--- config.mk ---
export PLATFORM = sky130hd
export DESIGN_NAME = sar_ctrl
export DESIGN_NICKNAME = d
export VERILOG_FILES = /design/src/rtl/sar_pkg.sv /design/src/rtl/sar_sequencer.sv /design/src/rtl/sar_code_reg.sv /design/src/rtl/sar_ctrl.sv
export SDC_FILE = /design/constraint.sdc
export NUM_CORES = 1
export LEC_CHECK = 0
export ABC_CLOCK_PERIOD_IN_PS = 2300
export BUFFER_PORTS_ARGS = -buffer_cell sky130_fd_sc_hd__buf_2
export CAP_MARGIN = 10
export CORE_MARGIN = 4
export CORE_UTILIZATION = 50
export DETAILED_ROUTE_END_ITERATION = 6
export HOLD_SLACK_MARGIN = 0.12
export PLACE_DENSITY = 0.72
export SYNTH_ARGS = -nofsm -noshare
export SYNTH_HDL_FRONTEND = slang
export SYNTH_SLANG_ARGS = --single-unit
--- constraint.sdc ---
create_clock -name clk -period 2.3 [get_ports clk]
set_input_delay 0.115 -clock clk [delete_from_list [all_inputs] [get_ports clk]]
set_output_delay 0.115 -clock clk [all_outputs]
set_load 0.1 [all_outputs]
--- src/rtl/sar_pkg.sv ---
package sar_pkg;

    // controller phase
    typedef enum logic [1:0] {
        PH_IDLE   = 2'd0,
        PH_SAMPLE = 2'd1,
        PH_CONV   = 2'd2
    } phase_e;

    // per-cycle commands from the sequencer to the code register
    typedef struct packed {
        logic wipe;   // accepted start: clear the trial code
        logic seed;   // end of sample cycle: load top bit only
        logic judge;  // search cycle: apply comparator to bit under test
        logic last;   // final search cycle: capture result
    } step_t;

endpackage

--- src/rtl/sar_sequencer.sv ---
module sar_sequencer
    import sar_pkg::*;
#(
    parameter int N = 8
) (
    input  logic         clk,
    input  logic         rst,
    input  logic         start_i,
    output step_t        step_o,
    output logic [N-1:0] probe_o,
    output logic         hold_o,
    output logic         eoc_o
);

    localparam logic [N-1:0] TOP_BIT = {1'b1, {(N-1){1'b0}}};

    phase_e       phase_q;
    logic [N-1:0] probe_q;
    logic         eoc_q;
    logic         accept;

    assign accept = (phase_q == PH_IDLE) && start_i;

    always_ff @(posedge clk) begin
        if (rst) begin
            phase_q <= PH_IDLE;
            probe_q <= '0;
            eoc_q   <= 1'b0;
        end else begin
            case (phase_q)
                PH_IDLE: begin
                    if (start_i) begin
                        phase_q <= PH_SAMPLE;
                        eoc_q   <= 1'b0;
                    end
                end
                PH_SAMPLE: begin
                    phase_q <= PH_CONV;
                    probe_q <= TOP_BIT;
                end
                PH_CONV: begin
                    probe_q <= probe_q >> 1;
                    if (probe_q[0]) begin
                        phase_q <= PH_IDLE;
                        eoc_q   <= 1'b1;
                    end
                end
                default: phase_q <= PH_IDLE;
            endcase
        end
    end

    always_comb begin
        step_o.wipe  = accept;
        step_o.seed  = (phase_q == PH_SAMPLE);
        step_o.judge = (phase_q == PH_CONV);
        step_o.last  = (phase_q == PH_CONV) && probe_q[0];
    end

    assign probe_o = probe_q;
    assign hold_o  = (phase_q == PH_SAMPLE);
    assign eoc_o   = eoc_q;


    hold_pulse_chk: assert property (@(posedge clk) disable iff (rst)
        hold_o |=> !hold_o);


    seed_after_sample_chk: assert property (@(posedge clk) disable iff (rst)
        (phase_q == PH_SAMPLE) |=> (phase_q == PH_CONV) && (probe_q == TOP_BIT));


    single_probe_chk: assert property (@(posedge clk) disable iff (rst)
        (phase_q == PH_CONV) |-> ($countones(probe_q) == 1));


    no_restart_chk: assert property (@(posedge clk) disable iff (rst)
        ((phase_q != PH_IDLE) && start_i) |=> (phase_q != PH_SAMPLE));


    eoc_level_chk: assert property (@(posedge clk) disable iff (rst)
        (eoc_q && !accept) |=> eoc_q);

endmodule

--- src/rtl/sar_code_reg.sv ---
module sar_code_reg
    import sar_pkg::*;
#(
    parameter int N = 8
) (
    input  logic         clk,
    input  logic         rst,
    input  step_t        step_i,
    input  logic [N-1:0] probe_i,
    input  logic         cmp_i,
    output logic [N-1:0] code_o,
    output logic [N-1:0] result_o
);

    logic [N-1:0] code_q;
    logic [N-1:0] code_d;
    logic [N-1:0] follow;
    logic [N-1:0] result_q;

    // bit k is set next when bit k+1 is the one under test
    assign follow = probe_i >> 1;

    for (genvar k = 0; k < N; k++) begin : g_cell
        logic bit_d;

        always_comb begin
            bit_d = code_q[k];
            if (step_i.wipe) begin
                bit_d = 1'b0;
            end else if (step_i.seed) begin
                bit_d = (k == N - 1) ? 1'b1 : 1'b0;
            end else if (step_i.judge) begin
                if (probe_i[k])
                    bit_d = code_q[k] & ~cmp_i;
                else if (follow[k])
                    bit_d = 1'b1;
            end
        end

        assign code_d[k] = bit_d;


        cleared_chk: assert property (@(posedge clk) disable iff (rst)
            (step_i.judge && probe_i[k] && cmp_i) |=> !code_q[k]);


        kept_chk: assert property (@(posedge clk) disable iff (rst)
            (step_i.judge && probe_i[k] && !cmp_i) |=> code_q[k]);
    end

    always_ff @(posedge clk) begin
        if (rst) begin
            code_q   <= '0;
            result_q <= '0;
        end else begin
            code_q <= code_d;
            if (step_i.last)
                result_q <= code_d;
        end
    end

    assign code_o   = code_q;
    assign result_o = result_q;


    result_hold_chk: assert property (@(posedge clk) disable iff (rst)
        !step_i.last |=> $stable(result_q));

endmodule

--- src/rtl/sar_ctrl.sv ---
module sar_ctrl
    import sar_pkg::*;
#(
    parameter int N = 8
) (
    input  logic         clk,
    input  logic         rst,
    input  logic         start_i,
    input  logic         cmp_i,
    output logic [N-1:0] trial_o,
    output logic         hold_o,
    output logic         eoc_o,
    output logic [N-1:0] result_o
);

    step_t        step;
    logic [N-1:0] probe;

    sar_sequencer #(.N(N)) u_seq (
        .clk     (clk),
        .rst     (rst),
        .start_i (start_i),
        .step_o  (step),
        .probe_o (probe),
        .hold_o  (hold_o),
        .eoc_o   (eoc_o)
    );

    sar_code_reg #(.N(N)) u_code (
        .clk      (clk),
        .rst      (rst),
        .step_i   (step),
        .probe_i  (probe),
        .cmp_i    (cmp_i),
        .code_o   (trial_o),
        .result_o (result_o)
    );


    reset_state_chk: assert property (@(posedge clk)
        rst |=> (trial_o == '0) && !eoc_o && !hold_o && (result_o == '0));


    result_match_chk: assert property (@(posedge clk) disable iff (rst)
        $rose(eoc_o) |-> (result_o == trial_o));

endmodule

==> Word level (Yosys, flattened, before mapping) <==
Cells that the tools add are included.
{ "word_totals": {"reg_bits": 27, "latch_bits": 0, "ram_bits": 0, "rom_bits": 0, "output_inout_bits": 18, "memories": 0} }
{ "op_classes": {"addsub": 0, "multipliers": 0, "n_div": 0, "magnitude_cmp": 0, "eq_ne": 4, "shifts": 0, "mux": 46, "n_bitwise": 9, "n_reduce_logical": 7} }
{ "op_table": {"columns": ["op", "n"], "rows": [
  ["2-to-1 mux 1 bit", 41],
  ["case mux 8 bit (2 select lines)", 1],
  ["bitwise AND 1 bit", 8],
  ["case mux 2 bit (3 select lines)", 1],
  ["2-to-1 mux 2 bit", 2],
  ["nonzero test 2 bit", 2],
  ["AND reduction 3 bit", 1],
  ["== test 2 x 1 -> 1 bit, second input constant", 1],
  ["== test 2 bit, second input constant", 1],
  ["logical AND 1 bit", 2],
  ["zero test 2 bit", 1],
  ["inequality test 2 x 1 -> 1 bit, second input constant", 1],
  ["inequality test 2 bit, second input constant", 1],
  ["case mux 1 bit (2 select lines)", 1],
  ["AND reduction 2 bit", 1],
  ["NOT 1 bit", 1]
]} }

==> Logic depth before layout (Yosys ltp) <==
Gate-level depths: netlist (run 1).
{ "logic_depth": {"ltp_word": 6, "mapped_depth": 7, "ltp_nobuf": 5} }

==> By module <==
Synthesis (run 1) repeated with hierarchy kept, for this count alone.
{ "hier_totals": {"cells_unflattened": 130, "area_unflattened_um2": 1255.0} }
{ "by_module_without_submodules": {"columns": ["module", "n_inst", "cells_per_inst", "area_per_inst_um2"], "rows": [
  ["sar_code_reg", 1, 69, 686.9],
  ["sar_sequencer", 1, 61, 568.0]
]} }

==> Worst setup path after synthesis (run 1) <==
Ideal clock, no wire load.
{ "synth_timing": {"path_kind": "register -> register", "start": "reg u_seq.phase_q[1]", "end": "reg u_code.result_q[7] (netlist: u_code.result_o[7])", "t_arrival_ns": 1.751, "required_ns": 2.229, "slack_ns": 0.479, "path_stages_with_launch": 6, "cell_sequence": "dfxtp_1 inv_1 ha_1 nand4b_1 o2111ai_1 a21oi_1"} }
{ "synth_rtl": {"columns": ["element", "line", "rtl"], "rows": [
  ["start, declared", "sar_sequencer.sv:17", "phase_e phase_q;"],
  ["start signal, assigned", "sar_sequencer.sv:26", "phase_q <= PH_IDLE;"],
  ["start signal, assigned", "sar_sequencer.sv:33", "phase_q <= PH_SAMPLE;"],
  ["start signal, assigned", "sar_sequencer.sv:38", "phase_q <= PH_CONV;"],
  ["== test 2 x 1 -> 1 bit", null, null],
  ["net hold_o", "sar_ctrl.sv:11", "output logic hold_o,"],
  ["2-to-1 mux 1 bit", "sar_code_reg.sv:30", "end else if (step_i.seed) begin"],
  ["2-to-1 mux 1 bit", "sar_code_reg.sv:28", "if (step_i.wipe) begin"],
  ["end signal, assigned", "sar_code_reg.sv:58", "result_q <= code_d;"],
  ["end, declared", "sar_code_reg.sv:18", "logic [N-1:0] result_q;"]
]} }
The timed path passes the listed nets, and every way through them passes these cells.
A chain may end at the register's enable or synchronous reset.

==> results of run 1 <==
[path summary, 6_finish.rpt]
| path | startpoint | endpoint | slack (ns) | cells after the start |
|---|---|---|---|---|
| max | u_seq.phase_q[0] | u_code.result_o[1] | 0.35 | 5 |
| min | rst | u_code.code_o[7] | 0.16 | 2 |
| max reg2reg | u_seq.phase_q[0] | u_code.result_o[1] | 0.35 | 5 |
| min reg2reg | u_code.result_o[5] | u_code.result_o[5] | 0.46 | 2 |
[synth_stat cells]
| cell type | instances |
|---|---|
| dfxtp_1 | 27 |
| nor3_1 | 1 |
| a21boi_1 | 5 |
| o211ai_1 | 6 |
| ha_1 | 4 |
| or2_2 | 1 |
| o21ai_0 | 2 |
| inv_1 | 9 |
| o211a_1 | 5 |
| o2111ai_1 | 2 |
| nand3_1 | 9 |
| a21oi_1 | 26 |
| a2bb2oi_1 | 1 |
| a21boi_0 | 1 |
| nand2_1 | 11 |
| nand2b_2 | 1 |
| and2_1 | 1 |
| nor3_2 | 6 |
| clkbuf_1 | 2 |
| nand4_1 | 1 |
| nand2b_1 | 9 |
| nand4b_1 | 1 |
| a21oi_4 | 1 |
| buf_4 | 3 |
| buf_6 | 2 |
| nor2b_1 | 1 |
| mux2i_1 | 1 |
| and2b_2 | 1 |
| buf_2 | 1 |
| nor2_1 | 9 |
[routing by layer]
| layer | GRT usage | up-vias |
|---|---|---|
| li1 | - | 566 |
| met1 | 0.2140 | 525 |
| met2 | 0.2871 | 22 |
| met3 | 0.03268 | 2 |
| met4 | 0.05502 | 0 |
| met5 | 0 | - |
[area by class of cell]
cell class	count	area (um^2)	share of cell area
clock buffers	4	26.28	0.01832
repair buffers	23	120.1	0.08377
well taps	30	37.54	0.02618
flip-flops and latches	27	540.5	0.3770
multi-input cells	106	675.6	0.4712
inverters	9	33.78	0.02356
[registers in the layout, indices dropped and copies added (netlist names)]
name / count
u_code.result_o: 8
u_code.code_o: 8
u_seq.eoc_o: 1
u_seq.phase_q: 2
u_seq.probe_o: 8
[worst max-delay path, stage by stage, from the launching register on]
cell       delay (ns)
dfxtp_1          0.36
inv_1            0.10
ha_1             0.71
a21boi_0         0.25
o2111ai_1        0.31
a21oi_1          0.10
[power groups by stage]
stage          Combinational (mW)  Sequential [mW]  Clock, mW
2_1_floorplan               0.239            0.534          0
3_3_place_gp                0.293            0.513          0
3_5_place_dp                0.299            0.516          0
4_1_cts                     0.300            0.506      0.207
5_1_grt                     0.327            0.509      0.228
6_report                    0.300            0.506      0.205
[through the flow]
| stage | setup WS (ns) | area, um^2 | hold slack, ns | instances |
|---|---|---|---|---|
| floorplan | 0.4790 | 1308 | 0.3316 | 150 |
| global placement | 0.5395 | 1408 | 0.4401 | 195 |
| detailed placement | 0.4005 | 1408 | 0.4440 | 195 |
| CTS | 0.3728 | 1434 | 0.1737 | 199 |
| global route | 0.1792 | 1434 | 0.1732 | 199 |
| finish | 0.3451 | 1434 | 0.1647 | 199 |
[kinds of logic (layout without fill, tap and decap cells)]
| logic type | count (synthesis) | after routing | synth area share |
|---|---|---|---|
| adders and majority gates | 4 | 4 | 0.03828 |
| muxes | 1 | 1 | 0.007656 |
| AOI/OAI and AO/OA | 49 | 49 | 0.2469 |
| buffers and inverters | 17 | 36 | 0.06985 |
| and+or+nand+nor | 52 | 52 | 0.2239 |
| DFF | 27 | 27 | 0.4134 |
[cell usage in the layout (no fill, tap or decap), drive strengths merged, types with 6 or more instances in the layout]
cell,n
nand2b,10
buf,23
o211ai,6
a21oi,27
inv,9
nor2,9
dfxtp,27
nor3,7
nand2,11
nand3,9
a21boi,6
==> run_results.csv, run 1 <==
group,metric,value,unit
sta,final_hold_viol_count,0,
sta,setup_viol,0,
logic_synthesis,synth_top_cell_area_share,0.4134,
layout,nNetsFinal,178,
clock_tree,cts_buffer_depth,2,
layout,utilization,0.5788,
logic_synthesis,yosysTopAreaCell,"dfxtp_1",
pwr,p_sw_frac,0.3643,
logic_synthesis,syn_nets,158,
layout,antenna_cells,0,
routing,routed_wl,2720,um
clock_tree,htreeDepth,1,
pwr,p_int,0.6422,mW
pwr,ir_drop,0.4551,mV
clock_tree,clk_pin_slew,0.14,ns
floorplan,core,2477,um^2
floorplan,start_util,0.5278,
clock_tree,cts_setup_buffers,0,
sta,tightestPinTransition,0.8390,ns
layout,syn_to_final_growth,9.665,%
clock_tree,cts-resized-gates,0,
clock_tree,cts_num_sinks,27,
critical_path,path_max_fanout,26,
critical_path,cp-start-kind,"register",
placement,port-buffer-count,21,
grt,antenna_found_initial,0,
pwr,p_switching,0.3680,mW
routing,wl_per_cell,13.67,um
routing,highest_layer,"met4",
floorplan,die-width,59.14,um
logic_synthesis,syn_avg_cell_area,8.717,um^2
routing,ant_nets,0,
routing,viasPerCell,5.603,
floorplan,die_y,59.14,um
sta,post-route-period-util,0.8500,
routing,drc,0,
logic_synthesis,synth_seq_cells,27,
critical_path,endpoint_kind,"register",
clock_tree,cts_tree,"yes",
logic_synthesis,ys_seq_area_frac,0.4134,
floorplan,num_io_pins,22,
sta,clock_skew,0.001366,ns
logic_synthesis,synth_cell_types,30,
pwr,p_seq_frac,0.501,
routing,drt_iter0_markers,32,
critical_path,worstSetupPathType,"reg2reg",
placement,place_hpwl,2015,um
grt,grt_max_degree,27,
sta,grt_setup_unrepaired,"no",
pwr,power_density,704.6,nW/um^2
floorplan,dieArea,3497,um^2
routing,first_pass_iters,4,
routing,drt-met1-wl,1290,um
layout,nFillCells,244,
clock_tree,cts_made_buffers,3,
pwr,totalPowerFinal,1.010,mW
pwr,total_leakage_power,0.6169,nW
min_path,hold_class,"in2reg",
clock_tree,cts-root-buf,"clkbuf_4",
pwr,pwr-share-clk,0.203,
sta,tns,0,ns
routing,via_count,1115,
outcome,status,"finished, final reports clean",
logic_synthesis,synth_area_leaders,"dfxtp_1, a21oi_1, nor3_2",
routing,met3WireLength,119,um
logic_synthesis,synth_cells,150,
logic_synthesis,syn_area,1308,um^2
grt,grt_pass1_vias,1044,
sta,clock.fmax,0.5115,GHz
sta,maxSlewHeadroom,0.4407,
floorplan,rows,18,
sta,report.final.slew_viol_count,0,
routing,routed-wl-met2,1299,um
clock_tree,insertion_delay,0.32,ns
clock_tree,cts_hold_buf,0,
pwr,combPwrFrac,0.297,
grt,grt_pass1_wl,4533,um
grt,grt_overflow_total,0,
critical_path,required,2.51,ns
logic_synthesis,yosys_warnings,0,
placement,routabilityCongestion,0.7857,
layout,drive_above_1_share,0.2130,
critical_path,critPathArrivalTime,2.17,ns
grt,grt.total_usage,0.1689,
run,drv_cap,0,
sta,fin_crit,1.955,ns
(Power assumes the default switching activity.)
==> run 2: changes to the inputs <==
--- a/config.mk
+++ b/config.mk
@@ -5,14 +5,15 @@
 export SDC_FILE = /design/constraint.sdc
 export NUM_CORES = 1
 export LEC_CHECK = 0
-export ABC_CLOCK_PERIOD_IN_PS = 2300
+export ABC_AREA = 1
+export ABC_CLOCK_PERIOD_IN_PS = 1860
 export BUFFER_PORTS_ARGS = -buffer_cell sky130_fd_sc_hd__buf_2
 export CAP_MARGIN = 10
 export CORE_MARGIN = 4
 export CORE_UTILIZATION = 50
 export DETAILED_ROUTE_END_ITERATION = 6
 export HOLD_SLACK_MARGIN = 0.12
-export PLACE_DENSITY = 0.72
+export PLACE_DENSITY = 0.73
 export SYNTH_ARGS = -nofsm -noshare
 export SYNTH_HDL_FRONTEND = slang
 export SYNTH_SLANG_ARGS = --single-unit
==> constraint.sdc (replaced) <==
create_clock -name clk -period 1.86 [get_ports clk]
set_input_delay 0.093 -clock clk [delete_from_list [all_inputs] [get_ports clk]]
set_output_delay 0.093 -clock clk [all_outputs]
set_load 0.1 [all_outputs]
==> run 2 against run 1 <==
Die area down 8.5%. Non-clock buffer count down 1. Critical path depth down 2. Cell area down 9.2%. Final cell count up 1.0%. Sequential share of layout area up 3.8 points. Register-to-register slack better by 0.04 ns. Clock skew up 0.0057 ns. Flip-flop and latch count unchanged.
==> run_results.csv, run 2 <==
group,metric,value,unit
layout,nNetsFinal,182,
pwr,p_seq_frac,0.425,
sta,clock.fmax,0.6670,GHz
critical_path,path_max_fanout,4,
critical_path,crit_chain,"inv_1, ha_1, buf_2",
sta,tightestPinTransition,0.4892,ns
critical_path,critPathArrivalTime,1.41,ns
grt,grt_overflow_total,0,
clock_tree,cts_num_sinks,27,
logic_synthesis,ys_seq_area_frac,0.4581,
outcome,status,"finished, final reports clean",
grt,antenna_found_initial,0,
placement,place_ws,0.4117,ns
floorplan,start_util,0.5283,
layout,multi_input_comb_area,503.0,um^2
layout,drive_above_1_share,0.1908,
logic_synthesis,synth_top_cell_area_share,0.4581,
logic_synthesis,synth_cells,153,
pwr,ir_drop,0.9967,mV
logic_synthesis,yosysTopAreaCell,"dfxtp_1",
critical_path,cp-start-kind,"register",
sta,final_hold_viol_count,0,
clock_tree,cts-resized-gates,0,
clock_tree,cts_tree,"yes",
layout,antenna_cells,0,
layout,syn_to_final_growth,10.39,%
routing,viasPerCell,5.065,
min_path,hold_path_depth,2,
critical_path,critPathMaxStageDelay,0.43,ns
logic_synthesis,syn_avg_cell_area,7.712,um^2
critical_path,reg2reg_depth,6,
layout,utilization,0.5832,
critical_path,path_delay_family,"buffers and inverters",
clock_tree,cts_buffer_depth,2,
routing,routed_wl,2391,um
pwr,total_leakage_power,0.5789,nW
placement,port-buffer-count,21,
logic_synthesis,async_flop_share,0,
routing,wl_per_cell,11.90,um
floorplan,core,2233,um^2
clock_tree,htreeDepth,1,
floorplan,dieArea,3201,um^2
sta,report.final.slew_viol_count,0,
pwr,pwr-share-clk,0.169,
critical_path,worstSetupPathType,"reg2out",
pwr,combPwrFrac,0.405,
logic_synthesis,syn_area,1180,um^2
routing,ant_nets,0,
sta,grt_setup_unrepaired,"no",
sta,maxSlewHeadroom,0.6761,
pwr,p_int,0.8548,mW
logic_synthesis,yosys_warnings,0,
floorplan,die_y,56.58,um
logic_synthesis,synth_area_leaders,"dfxtp_1, nor2_1, nand2_1",
critical_path,endpoint_kind,"output port",
pwr,totalPowerFinal,1.516,mW
grt,grt_pass1_vias,977,
grt,grt_max_degree,18,
critical_path,timing.rr.start,"u_seq.phase_q[0]",
clock_tree,clk_pin_slew,0.14,ns
sta,fin_crit,1.499,ns
min_path,hold_class,"in2reg",
clock_tree,cts_made_buffers,3,
grt,grt.total_usage,0.1685,
sta,post-route-period-util,0.8060,
pwr,power_density,1164,nW/um^2
clock_tree,cts-root-buf,"clkbuf_4",
critical_path,r2r_end,"u_seq.probe_o[2]",
layout,ff_latch_area,540.5,um^2
logic_synthesis,synth.most_common_cell,"nor2_1",
floorplan,die-width,56.58,um
critical_path,cp_slowest_cell,"buf_2",
logic_synthesis,synth_edf_count,0,
routing,drt_iter0_markers,22,
sta,tns,0,ns
min_path,min_from,"rst",
logic_synthesis,synth_seq_cells,27,
logic_synthesis,synth_cell_types,21,
pwr,p_switching,0.6616,mW
sta,clock_skew,0.007078,ns
floorplan,rows,17,
clock_tree,insertion_delay,0.33,ns
floorplan,num_io_pins,22,
logic_synthesis,synth_ff_type,"dfxtp_1",
critical_path,critPathBufInv,2,
layout,layout.cells.most_common,"nor2_1",
pwr,p_sw_frac,0.4363,
sta,layout_setup_ws,0.3608,ns
routing,first_pass_iters,4,
placement,place_hpwl,1813,um
sta,setup_viol,0,
routing,via_count,1018,
logic_synthesis,yosys-top-cells-count,"nor2_1, dfxtp_1, nand2_1, inv_1, a21oi_1",
routing,drc,0,
min_path,hold_end,"u_seq.probe_o[5]",
critical_path,required,1.77,ns
layout,final_cell_mix,"nor2_1, dfxtp_1, nand2_1",
logic_synthesis,syn_nets,161,
placement,routabilityCongestion,0.7233,
grt,grt_pass1_wl,4284,um
layout,nFillCells,219,
critical_path,r2r_setup_slack,0.39,ns
run,drv_cap,0,
==> run 2: worst reg2reg max path: stages (launching register included) <==
cell and delay, ns:
dfxtp_1 0.34, inv_1 0.11, ha_1 0.44, nand2_1 0.23, o22ai_1 0.17, inv_1 0.06
nor2_1 0.07
==> run 2: per-layer routing <==
metal	up-vias	GRT usage	share of wire
met4	0	0.08136	0.018
met5	-	0	0
met1	471	0.2017	0.46
li1	523	-	-
met3	5	0.05057	0.046
met2	19	0.2723	0.48
==> run 2: worst max path at each step <==
stage,startpoint,to,slack (ns),cells past startpoint
2_1_floorplan,u_seq.phase_q[1],u_code.result_o[1],0.02,7
5_1_grt,u_seq.phase_q[1],u_seq.probe_o[2],0.19,6
3_5_place_dp,u_seq.phase_q[0],u_seq.probe_o[2],0.41,6
6_report,u_seq.phase_q[1],hold_o,0.36,3
3_3_place_gp,u_seq.phase_q[0],u_seq.phase_q[0],0.46,6
4_1_cts,u_seq.phase_q[1],hold_o,0.35,3
==> run 2: timing repair <==
item                                   CTS  global route
setup buffers                            0             0
hold buffers                             1             0
endpoints found under the hold margin    3             0
==> run 2: final cells by class <==
| cell class | count | area share |
|---|---|---|
| Timing Repair Buffer | 22 | 0.08838 |
| Multi-Input combinational cell | 100 | 0.3862 |
| Clock buffer | 4 | 0.02017 |
| Sequential cell | 27 | 0.4150 |
| Tap cell | 28 | 0.02690 |
| Inverter | 20 | 0.06340 |
==> run 2: stage by stage <==
step                hold slack [ns]  instance area [um^2]  std cells
detailed placement           0.4479                  1266        196
finish                       0.1407                  1303        201
CTS                          0.1382                  1303        201
global placement             0.4319                  1266        196
global route                 0.1362                  1303        201
floorplan                    0.2962                  1180        153
==> run 2: kinds of logic after synthesis <==
logic type      count (synthesis)  synth area share
simple gates                   60            0.2153
compound gates                 36            0.1686
flops                          27            0.4581
buf+inv                        26            0.1156
fa+ha+maj                       4           0.04242
==> run 2: power groups by stage <==
stage	Combinational [mW]	Sequential (mW)	Clock, mW
after CTS	0.620	0.645	0.262
after detailed placement	0.613	0.658	0
after floorplan	0.485	0.712	0
after global routing	0.689	0.651	0.281
after global placement	0.597	0.657	0
final	0.615	0.645	0.257
==> run 3: changes to the inputs <==
--- a/config.mk
+++ b/config.mk
@@ -5,15 +5,15 @@
 export SDC_FILE = /design/constraint.sdc
 export NUM_CORES = 1
 export LEC_CHECK = 0
-export ABC_AREA = 1
-export ABC_CLOCK_PERIOD_IN_PS = 1860
+export ABC_AREA = 0
+export ABC_CLOCK_PERIOD_IN_PS = 1500
 export BUFFER_PORTS_ARGS = -buffer_cell sky130_fd_sc_hd__buf_2
 export CAP_MARGIN = 10
 export CORE_MARGIN = 4
 export CORE_UTILIZATION = 50
 export DETAILED_ROUTE_END_ITERATION = 6
 export HOLD_SLACK_MARGIN = 0.12
-export PLACE_DENSITY = 0.73
+export PLACE_DENSITY = 0.72
 export SYNTH_ARGS = -nofsm -noshare
 export SYNTH_HDL_FRONTEND = slang
 export SYNTH_SLANG_ARGS = --single-unit
==> constraint.sdc (replaced) <==
create_clock -name clk -period 1.5 [get_ports clk]
set_input_delay 0.075 -clock clk [delete_from_list [all_inputs] [get_ports clk]]
set_output_delay 0.075 -clock clk [all_outputs]
set_load 0.1 [all_outputs]
==> run 3 against run 2 <==
Via count increased by 12%. Worst setup slack got worse by 0.31 ns. Clock power increased by 21%. Utilization increased by 2.7 points. Total power increased by 7.6%. Critical path depth unchanged. Clock-buffer cell count decreased by 1.
==> run_results.csv, run 3 (synthesis gave the netlist of run 1 again) <==
group,metric,value,unit
outcome,status,"finished, final reports clean",
sta,setup_viol,0,
sta,report.final.slew_viol_count,0,
sta,clock.fmax,0.6906,GHz
sta,tns,0,ns
placement,place_hpwl,1970,um
floorplan,dieArea,3497,um^2
routing,wl_per_cell,13.64,um
critical_path,worstSetupPathType,"reg2out",
clock_tree,cts_tree,"yes",
run,drv_cap,0,
grt,grt_overflow_total,0,
floorplan,die_y,59.14,um
critical_path,required,1.42,ns
pwr,p_switching,0.5898,mW
routing,viasPerCell,5.616,
routing,ant_nets,0,
pwr,totalPowerFinal,1.632,mW
placement,routabilityCongestion,0.8241,
critical_path,path_delay_family,"flip-flops",
clock_tree,cts_buffer_depth,2,
sta,final_hold_viol_count,0,
grt,grt_pass1_wl,4533,um
routing,via_count,1140,
layout,multi_input_comb_area,693.2,um^2
floorplan,die-width,59.14,um
pwr,power_density,1080,nW/um^2
clock_tree,insertion_delay,0.32,ns
clock_tree,cts_made_buffers,3,
placement,port-buffer-count,21,
floorplan,num_io_pins,22,
critical_path,path_max_fanout,6,
grt,antenna_found_initial,0,
critical_path,cp-start-kind,"register",
sta,fin_crit,1.448,ns
layout,layout.cells.most_common,"a21oi_1",
layout,antenna_cells,0,
placement,place_ws,0.06087,ns
floorplan,core,2477,um^2
layout,drive_above_1_share,0.2832,
clock_tree,cts_num_sinks,27,
sta,clock_skew,0.002961,ns
clock_tree,htreeDepth,1,
layout,final_cell_mix,"a21oi_1, dfxtp_1, buf_2",
layout,syn_to_final_growth,15.60,%
critical_path,critPathArrivalTime,1.37,ns
critical_path,critPathBufInv,2,
routing,routed_wl,2768,um
critical_path,endpoint_kind,"output port",
pwr,pwr-share-clk,0.191,
critical_path,cp_slowest_cell,"dfxtp_1",
routing,drt_iter0_markers,33,
pwr,ir_drop,0.6845,mV
layout,ff_latch_area,548.0,um^2
layout,nNetsFinal,182,
layout,nFillCells,228,
sta,tightestPinTransition,0.4920,ns
pwr,combPwrFrac,0.333,
clock_tree,clk_pin_slew,0.14,ns
grt,grt.total_usage,0.1670,
routing,drc,0,
pwr,p_seq_frac,0.476,
sta,post-route-period-util,0.9653,
clock_tree,cts-root-buf,"clkbuf_4",
critical_path,crit_chain,"inv_1, ha_2, buf_6",
pwr,p_sw_frac,0.3614,
floorplan,rows,18,
routing,first_pass_iters,5,
floorplan,start_util,0.5278,
grt,grt_pass1_vias,1032,
sta,layout_setup_ws,0.05200,ns
grt,grt_max_degree,25,
pwr,total_leakage_power,0.6434,nW
min_path,hold_class,"in2reg",
sta,maxSlewHeadroom,0.6743,
critical_path,critPathMaxStageDelay,0.38,ns
pwr,p_int,1.042,mW
[run 3: final cells by class]
cell class / instances / area share
Multi-Input combinational cell: 106 / 0.4586
Timing Repair Buffer: 27 / 0.1134
Clock buffer: 3 / 0.01490
Inverter: 9 / 0.02235
Tap cell: 30 / 0.02483
Sequential cell: 27 / 0.3626
Clock inverter: 1 / 0.003311
[run 3: metrics by stage]
stage	instance area, um^2	util	std cells	hold WS, ns
after floorplan	1318	-	150	0.2916
after global routing	1511	0.6101	203	0.1638
after CTS	1478	0.5965	201	0.1453
after global placement	1438	0.5803	196	0.4045
final	1511	0.6101	203	0.1550
after detailed placement	1438	0.5803	196	0.4238
[run 3: tightest hold or removal path, stage by stage]
cell	delay [ns]
buf_2	0.15
nand2_1	0.09
a2bb2oi_1	0.06
nor2_1	0.08
[run 3: what timing repair did]
action | in CTS | in global routing
setup buffers | 0 | 2
pin swaps | 0 | 1
resized for setup | 1 | 5
hold endpoints to repair | 11 | 0
hold buffers | 1 | 0
endpoints found under the setup margin | 1 | 17
[run 3: power by group through the flow]
stage | combinational, mW | clock (mW) | sequential, mW
4_1_cts | 0.483 | 0.327 | 0.772
3_3_place_gp | 0.462 | 0 | 0.787
6_report | 0.544 | 0.312 | 0.776
5_1_grt | 0.581 | 0.349 | 0.782
3_5_place_dp | 0.473 | 0 | 0.788
2_1_floorplan | 0.369 | 0 | 0.820
[run 3: worst paths after layout]
check	start	end	slack (ns)	cells past startpoint
hold reg to reg	u_code.result_o[6]	u_code.result_o[6]	0.46	2
setup / recovery	u_seq.phase_q[1]	hold_o	0.05	3
setup reg to reg	u_seq.phase_q[1]	u_code.code_o[5]	0.07	5
hold / removal	cmp_i	u_code.code_o[0]	0.15	4
[run 3: routing by layer]
metal  routed length (um)  vias up  global-route usage  part of all wire
li1                     -      572                   -                 -
met1                 1350      534              0.2174              0.49
met2                 1271       30              0.2792              0.46
met3                  114        4             0.01961             0.041
met4                   32        0             0.06796             0.012
met5                    0        -                   0                 0
